**src/rtl/etm_pkg.sv**
```systemverilog
`timescale 1ns/1ps
package etm_pkg;
  parameter int unsigned HW_W   = 16;
  parameter int unsigned N_FLAG = 4;
  // halfword indices (byte offset >> 1)
  parameter int unsigned IDX_CNT = 0;
  parameter int unsigned IDX_CMP = 4;
  parameter int unsigned IDX_MSK = 30;
  parameter int unsigned IDX_STS = 31;
  parameter int unsigned FLG_ELAPSED = 0;
endpackage

```
**src/rtl/etm_counter.sv**
```systemverilog
`timescale 1ns/1ps
module etm_counter #(
  parameter int unsigned CNT_W = 48,
  parameter int unsigned HW_W  = 16,
  localparam int unsigned NHW  = CNT_W / HW_W
) (
  input  logic             clk_i,
  input  logic             rst_ni,
  input  logic             tick_i,
  input  logic [NHW-1:0]   wr_i,
  input  logic [HW_W-1:0]  wdata_i,
  output logic [CNT_W-1:0] cnt_o,
  output logic             chg_o
);
  logic [CNT_W-1:0] cnt_q, inc, cnt_d;
  logic             chg_q;

  assign inc = cnt_q + {{(CNT_W-1){1'b0}}, tick_i};

  for (genvar g = 0; g < NHW; g++) begin : g_hw
    // written halfword loses any tick of the same cycle
    assign cnt_d[g*HW_W +: HW_W] = wr_i[g] ? wdata_i : inc[g*HW_W +: HW_W];
  end

  always_ff @(posedge clk_i or negedge rst_ni) begin
    if (!rst_ni) begin
      cnt_q <= '0;
      chg_q <= 1'b0;
    end else begin
      cnt_q <= cnt_d;
      chg_q <= (cnt_d != cnt_q);
    end
  end

  assign cnt_o = cnt_q;
  assign chg_o = chg_q;

  p_hold_r2: assert property (@(posedge clk_i) disable iff (!rst_ni)
    (!tick_i && wr_i == '0) |=> $stable(cnt_q));
  p_step_r2: assert property (@(posedge clk_i) disable iff (!rst_ni)
    (tick_i && wr_i == '0) |=> cnt_q == $past(cnt_q) + 1'b1);
endmodule

```
**src/rtl/etm_compare.sv**
```systemverilog
`timescale 1ns/1ps
module etm_compare #(
  parameter int unsigned CNT_W = 48,
  parameter int unsigned HW_W  = 16,
  localparam int unsigned NHW  = CNT_W / HW_W
) (
  input  logic             clk_i,
  input  logic             rst_ni,
  input  logic [NHW-1:0]   wr_i,
  input  logic [HW_W-1:0]  wdata_i,
  input  logic [CNT_W-1:0] cnt_i,
  input  logic             chg_i,
  output logic [CNT_W-1:0] cmp_o,
  output logic             hit_o
);
  logic [CNT_W-1:0] cmp_q;

  for (genvar g = 0; g < NHW; g++) begin : g_hw
    always_ff @(posedge clk_i or negedge rst_ni) begin
      if (!rst_ni)     cmp_q[g*HW_W +: HW_W] <= '0;
      else if (wr_i[g]) cmp_q[g*HW_W +: HW_W] <= wdata_i;
    end
  end

  // only evaluated on the cycle the counter has just changed
  assign hit_o = chg_i && (cnt_i == cmp_q);
  assign cmp_o = cmp_q;

  p_keep_r5: assert property (@(posedge clk_i) disable iff (!rst_ni)
    (wr_i == '0) |=> $stable(cmp_q));
endmodule

```
**src/rtl/etm_irq.sv**
```systemverilog
`timescale 1ns/1ps
module etm_irq #(
  parameter int unsigned N_FLAG = 4
) (
  input  logic              clk_i,
  input  logic              rst_ni,
  input  logic [N_FLAG-1:0] set_i,
  input  logic              wr_sts_i,
  input  logic              wr_msk_i,
  input  logic [N_FLAG-1:0] wdata_i,
  output logic [N_FLAG-1:0] sts_o,
  output logic [N_FLAG-1:0] msk_o,
  output logic              irq_o
);
  logic [N_FLAG-1:0] sts_q, msk_q, clr;

  assign clr = wr_sts_i ? wdata_i : '0;

  always_ff @(posedge clk_i or negedge rst_ni) begin
    if (!rst_ni) begin
      sts_q <= '0;
      msk_q <= '0;
    end else begin
      sts_q <= (sts_q & ~clr) | set_i; // set wins
      if (wr_msk_i) msk_q <= wdata_i;
    end
  end

  assign sts_o = sts_q;
  assign msk_o = msk_q;
  assign irq_o = |(sts_q & msk_q);

  p_set_r6: assert property (@(posedge clk_i) disable iff (!rst_ni)
    set_i[0] |=> sts_q[0]);
  p_rise_r6: assert property (@(posedge clk_i) disable iff (!rst_ni)
    $rose(sts_q[0]) |-> $past(set_i[0]));
  p_clr_r7: assert property (@(posedge clk_i) disable iff (!rst_ni)
    (wr_sts_i && wdata_i[0] && !set_i[0]) |=> !sts_q[0]);
endmodule

```
**src/rtl/elapsed_alarm_timer.sv**
```systemverilog
`timescale 1ns/1ps
module elapsed_alarm_timer
  import etm_pkg::*;
#(
  parameter int unsigned CNT_W  = 48,
  parameter int unsigned ADDR_W = 6,
  localparam int unsigned NHW   = CNT_W / HW_W
) (
  input  logic              clk_i,
  input  logic              rst_ni,
  input  logic              tick_i,
  input  logic [2:0]        evt_i,
  input  logic [ADDR_W-1:0] addr_i,
  input  logic              wr_i,
  input  logic [HW_W-1:0]   wdata_i,
  output logic [HW_W-1:0]   rdata_o,
  output logic              irq_o
);
  logic [ADDR_W-2:0] hw_idx;
  logic [NHW-1:0]    wr_cnt, wr_cmp;
  logic              wr_sts, wr_msk, chg, hit;
  logic [CNT_W-1:0]  cnt, cmp;
  logic [N_FLAG-1:0] sts, msk;

  assign hw_idx = addr_i[ADDR_W-1:1];

  for (genvar g = 0; g < NHW; g++) begin : g_dec
    assign wr_cnt[g] = wr_i && (hw_idx == (ADDR_W-1)'(IDX_CNT + g));
    assign wr_cmp[g] = wr_i && (hw_idx == (ADDR_W-1)'(IDX_CMP + g));
  end
  assign wr_sts = wr_i && (hw_idx == (ADDR_W-1)'(IDX_STS));
  assign wr_msk = wr_i && (hw_idx == (ADDR_W-1)'(IDX_MSK));

  etm_counter #(.CNT_W(CNT_W), .HW_W(HW_W)) u_cnt (
    .clk_i, .rst_ni, .tick_i, .wr_i(wr_cnt), .wdata_i,
    .cnt_o(cnt), .chg_o(chg)
  );

  etm_compare #(.CNT_W(CNT_W), .HW_W(HW_W)) u_cmp (
    .clk_i, .rst_ni, .wr_i(wr_cmp), .wdata_i,
    .cnt_i(cnt), .chg_i(chg), .cmp_o(cmp), .hit_o(hit)
  );

  etm_irq #(.N_FLAG(N_FLAG)) u_irq (
    .clk_i, .rst_ni, .set_i({evt_i, hit}), .wr_sts_i(wr_sts),
    .wr_msk_i(wr_msk), .wdata_i(wdata_i[N_FLAG-1:0]),
    .sts_o(sts), .msk_o(msk), .irq_o
  );

  always_comb begin
    rdata_o = '0;
    for (int g = 0; g < NHW; g++) begin
      if (hw_idx == (ADDR_W-1)'(IDX_CNT + g)) rdata_o = cnt[g*HW_W +: HW_W];
      if (hw_idx == (ADDR_W-1)'(IDX_CMP + g)) rdata_o = cmp[g*HW_W +: HW_W];
    end
    if (hw_idx == (ADDR_W-1)'(IDX_STS)) rdata_o = {{(HW_W-N_FLAG){1'b0}}, sts};
    if (hw_idx == (ADDR_W-1)'(IDX_MSK)) rdata_o = {{(HW_W-N_FLAG){1'b0}}, msk};
  end

  p_irq_low_r9: assert property (@(posedge clk_i) disable iff (!rst_ni)
    (msk == '0) |-> !irq_o);
endmodule

```
**config.mk**
```make
export PLATFORM = sky130hd
export DESIGN_NAME = elapsed_alarm_timer
export DESIGN_NICKNAME = d
export VERILOG_FILES = /design/src/rtl/etm_pkg.sv /design/src/rtl/etm_counter.sv /design/src/rtl/etm_compare.sv /design/src/rtl/etm_irq.sv /design/src/rtl/elapsed_alarm_timer.sv
export SDC_FILE = /design/constraint.sdc
export NUM_CORES = 1
export LEC_CHECK = 0
export CAP_MARGIN = 20
export CORE_MARGIN = 2
export CORE_UTILIZATION = 40
export CTS_CLUSTER_DIAMETER = 50
export DETAILED_ROUTE_END_ITERATION = 12
export GPL_TIMING_DRIVEN = 0
export SLEW_MARGIN = 20
export SYNTH_ARGS = -nofsm -noshare
export SYNTH_HDL_FRONTEND = slang
export SYNTH_SLANG_ARGS = --single-unit
```
**constraint.sdc**
```tcl
create_clock -name clk_i -period 2.31 [get_ports clk_i]
set_input_delay 0.3465 -clock clk_i [delete_from_list [all_inputs] [get_ports clk_i]]
set_output_delay 0.3465 -clock clk_i [all_outputs]
set_load 0.01 [all_outputs]
```
Word-level counts from Yosys, hierarchy flattened --
Cells that the tools add are included.
Storage, ports and cells: bits in registers 105, bits of input ports 29, output and inout bits 17, word-level logic and storage cells 44
Cells by class: add/subtract/negate cells 1, eq/ne operators 9, muxes and demuxes 12, bitwise operators 4, reduce and logical (&&, ||, !) cells 11
Operators by type and width (number):
- 16-bit 2-to-1 mux | 11
- 48-bit by 1-bit adder with 48-bit output | 1
- 48-bit == test | 1
- 48-bit inequality test | 1
- 5-bit by 3-bit == test with 1-bit output, second input constant | 3
- 5-bit == test, second input constant | 2
- 1-bit logical AND | 9
- 4-bit AND | 2
- 5-bit by 1-bit == test with 1-bit output, second input constant | 1
- 5-bit by 2-bit == test with 1-bit output, second input constant | 1
- 5-bit logical NOT | 1
- 4-bit 2-to-1 mux | 1
- 4-bit NOT | 1
- 4-bit bitwise OR | 1
- 4-bit OR reduction | 1

Longest topological paths before layout --
depth after elaboration 9, depth in mapped cells 9, mapped depth without buffers 9

Cells and area by module --
Synthesis repeated with hierarchy kept, for this count alone.
Unflattened totals: cell total of the unflattened synthesis 751, area total of the unflattened synthesis 7161.9 um^2
Modules (own cells, without submodules):
- etm_counter | instances 1, cells each 398, area an instance 3467.1 um^2, seq. area each 1226.2 um^2
- etm_compare | instances 1, cells each 168, area an instance 2302.2 um^2, seq. area each 1201.2 um^2
- elapsed_alarm_timer | instances 1, cells each 162, area an instance 1083.5 um^2, seq. area each 0.0 um^2
- etm_irq | instances 1, cells each 23, area an instance 309.0 um^2, seq. area each 200.2 um^2

Worst setup path after synthesis --
No wires, ideal clock.
path type in2reg, start point in addr_i[3], end point reg u_cnt.chg_q, in the netlist u_cnt.chg_o, setup time 0.140 ns, arrival time 2.650 ns, required time 2.170 ns, slack -0.479 ns, cell stages on the path 9, buffers on the path 2, cells stage by stage buf_6 -> or4b_4 -> or3_1 -> buf_6 -> nor4_2 -> o22ai_1 -> or4_1 -> nor4_1 -> nand4_1
On the way: word-level cells in the longest chain between the ends 4, elaborated cells between the ends (all ways) 10, those cells by class eq/ne: 3; mux: 3; reduce/logical: 4
Ends and longest elaborated chain:
- start, declared | RTL line elapsed_alarm_timer.sv:13 | input logic [ADDR_W-1:0] addr_i,
- 5-bit by 1-bit == test with 1-bit output, or another cell as far along | RTL line elapsed_alarm_timer.sv:28 | assign wr_cnt[g] = wr_i && (hw_idx == (ADDR_W-1)'(IDX_CNT + g));
- 1-bit logical AND | RTL line elapsed_alarm_timer.sv:28
- 16-bit 2-to-1 mux | RTL line etm_counter.sv:22 | assign cnt_d[g*HW_W +: HW_W] = wr_i[g] ? wdata_i : inc[g*HW_W +: HW_W];
- 48-bit inequality test (*) | RTL line etm_counter.sv:31 | chg_q <= (cnt_d != cnt_q);
- end signal, assigned | RTL line etm_counter.sv:31
- end, declared | RTL line etm_counter.sv:16 | logic chg_q;
Every way passes the cells marked *; elsewhere a longest branch is shown, timed or not. A chain may end at the register's enable or synchronous reset.

Final worst setup path --
start point in addr_i[4], end point reg u_cnt.chg_q, in the netlist u_cnt.chg_o
The elaborated chain is that of the path after synthesis.

==> metrics <==
status=finished with violations; failing checks=setup timing; first-pass GRT wire length=36.29 mm; Final WS setup=-143.7 ps; Vias=6208; drt initial violations=575; Comb power frac=0.328; hold crit path type=in -> reg; Crit path required time=2540 ps; FF+latch area=2645 µm²; post-route DRC violation count=0; placed insts=1045; peak supply drop=0.4315 mV; Period Utilization, post-route=1.062; total routed wirelength=23.62 mm; Max Buffers Root-to-Sink=2; switching share of power=0.3739; CTS tree=done; TritonRoute pass-1 iters=6; most frequent cells in the layout=94 x nand2_1, 91 x dfrtp_1, 66 x xor2_1; GRT Util Overall=0.2658; CTS Root Cell=clkbuf_16; IO Pins=46; commonest non-fill, non-tap cell in the layout=nand2_1; die height=135.6 µm; Post-synth ARST share=1.000; total power=6.782 mW; Reg power frac=0.424; Pint=4.246 mW; worst rel slew slack=0.4829; fin nets=869; max-slew violation count=0; Reg clk slew, reported paths=70 ps; DP HPWL=17.31 mm; Worst-Margin Slew=775.7 ps; crit-path cells=buf_6, or4b_4, or3_4, buf_8, nor4_4, o22ai_1, or4_1, nor4_2, nand4_1; leakage=3.665 nW; Worst Hold Slack=412.7 ps; crit path max fanout=6; clk_skew=10.11 ps; EDFF count, synth=0; Finished Layout Cells=1068; FMAX=407.5 MHz; critical path capture point type=flop; Worst R2R Setup Slack=-100 ps; largest net degree at the start of global routing=63; fill count=1652; Die Area=18380 µm²; Via-to-Cell Ratio=5.813; critical path class=in -> reg; Synth warnings=0; area occupied by multi-input gates=4185 µm²; post-synth cell types=47; Synth Register Bits=105; top_reg_cell synth=dfrtp_1; I/O Buffers=32; grt total ovfl=0; worst hold stages=3; clock sinks=105; Final setup viols=1; vias in the first global route=6001; worst r2r path cells=8; MaxCap Viol Count=0; Synth-to-Final Area Change=21.70%; # H-tree levels=3; Synth Area per Inst=8.798 µm²; GPL Wtd Cong=0.9577; RSZ-0062 raised after global routing=true; CP peak stage delay=550 ps; DR WL/cell=22.12 µm; Hold Fails Final Rpt=0; type of origin of the critical path=input port; clock power share=0.248; row cnt=48; arrival time at the worst endpoint=2680 ps; sw power=2.536 mW; sequential share of the synthesized area=0.3795; Initial Util=0.4045; syn nets=818; Cells after Synth=787; total CTS buffers=9; core box area=17120 µm²; PD cells=804.9 nW/µm²; Clock Latency Late Sink=370 ps; min cycle time layout=2454 ps; Worst path slowest cell=or4_1; layout cells sized above 1=0.2171; Cell Area, Synth=6924 µm²; initial antenna violation count=0; diode count=0; Die Wd=135.6 µm; post-route ant nets=0
[area by class of cell]
cell class / instances / share of cell area
Tap cell: 225 / 0.03341
Sequential cell: 105 / 0.3139
Timing Repair Buffer: 66 / 0.07409
Multi-Input combinational cell: 589 / 0.4967
Clock buffer: 11 / 0.02999
Buffer: 50 / 0.03623
Clock inverter: 5 / 0.008166
Inverter: 17 / 0.007572
[Yosys cell counts, types with 8 or more instances]
master / instances / area, µm²
mux2i_1: 16 / 160.2
dfrtp_1: 105 / 2628
a22oi_1: 14 / 105.1
xnor2_1: 59 / 516.8
nor4_1: 16 / 100.1
nand2_1: 95 / 356.6
a21oi_1: 21 / 105.1
o21ai_1: 13 / 65.06
nand3_1: 15 / 75.07
o21ai_0: 71 / 355.3
clkbuf_1: 70 / 262.8
nand4_1: 26 / 162.7
mux2_2: 46 / 518.0
and2_1: 9 / 56.30
and3_1: 8 / 50.05
nor2_1: 42 / 157.7
inv_1: 17 / 63.81
xor2_1: 66 / 578.1
[critical path: cells and delay by family]
kind	cells	cell delay, ps
AND/OR/NAND/NOR	6	1970
buffers and inverters	2	260
AO/OA/AOI/OAI	1	110
[worst paths after layout]
| kind | from | endpoint |
|---|---|---|
| hold reg to reg | u_irq.sts_o[0] | u_irq.sts_o[0] |
| setup reg to reg | u_cnt.cnt_o[13] | u_cnt.chg_o |
| setup / recovery | addr_i[4] | u_cnt.chg_o |
| max in group asynchronous | rst_ni | u_cmp.cmp_o[5] |
| min in group asynchronous | rst_ni | u_cnt.cnt_o[9] |
| hold / removal | wdata_i[4] | u_cnt.cnt_o[20] |
[registers in the layout (all words and copies together) (netlist names)]
signal,flops
u_cmp.cmp_o,48
u_cnt.chg_o,1
u_cnt.cnt_o,48
u_irq.msk_o,4
u_irq.sts_o,4
[routing by layer]
metal | global-route usage | part of all wire | wire length (µm) | up-vias
met5 | 0 | 0 | 0 | -
met4 | 0.08044 | 0.031 | 738 | 0
met3 | 0.05238 | 0.079 | 1864 | 53
met2 | 0.4256 | 0.47 | 10990 | 242
met1 | 0.3640 | 0.42 | 10030 | 3066
li1 | - | - | - | 2847
[logic make-up after synthesis]
logic type      after synthesis  synth area share
compound gates              153            0.1314
xor+xnor                    125            0.1581
fa+ha+maj                     2          0.003613
buf+inv                      94           0.05367
flops                       105            0.3795
mux                          63           0.09957
simple gates                245            0.1742
[power groups by stage]
stage          registers, mW  logic (mW)  clock network [mW]
5_1_grt                 2.94        2.40                1.80
6_report                2.88        2.22                1.68
3_3_place_gp            2.60        2.22                   0
3_5_place_dp            2.61        2.25                   0
2_1_floorplan           2.51        1.59                   0
4_1_cts                 2.83        2.18                1.72
[per-stage QoR]
stage / utilization / worst slack [ps] / cell area (µm²) / TNS [ps]
3_3_place_gp: 0.4409 / -3464 / 7547 / -435280
3_5_place_dp: 0.4426 / -1300 / 7576 / -72880
2_1_floorplan: - / -315.2 / 6945 / -315.2
4_1_cts: 0.4810 / -204.4 / 8233 / -1778
6_report: 0.4923 / -143.7 / 8427 / -143.7
5_1_grt: 0.4923 / -147.0 / 8427 / -164.1
[what timing repair did]
action                     in CTS  in global routing
pin swaps                      18                  9
setup endpoints to repair      82                 40
cloned                          2                  0
hold endpoints to repair       43                  0
hold buffers                    1                  0
resized for setup             120                 52
setup buffers                  21                 10
Note: power is estimated with default switching activity, not from simulation.
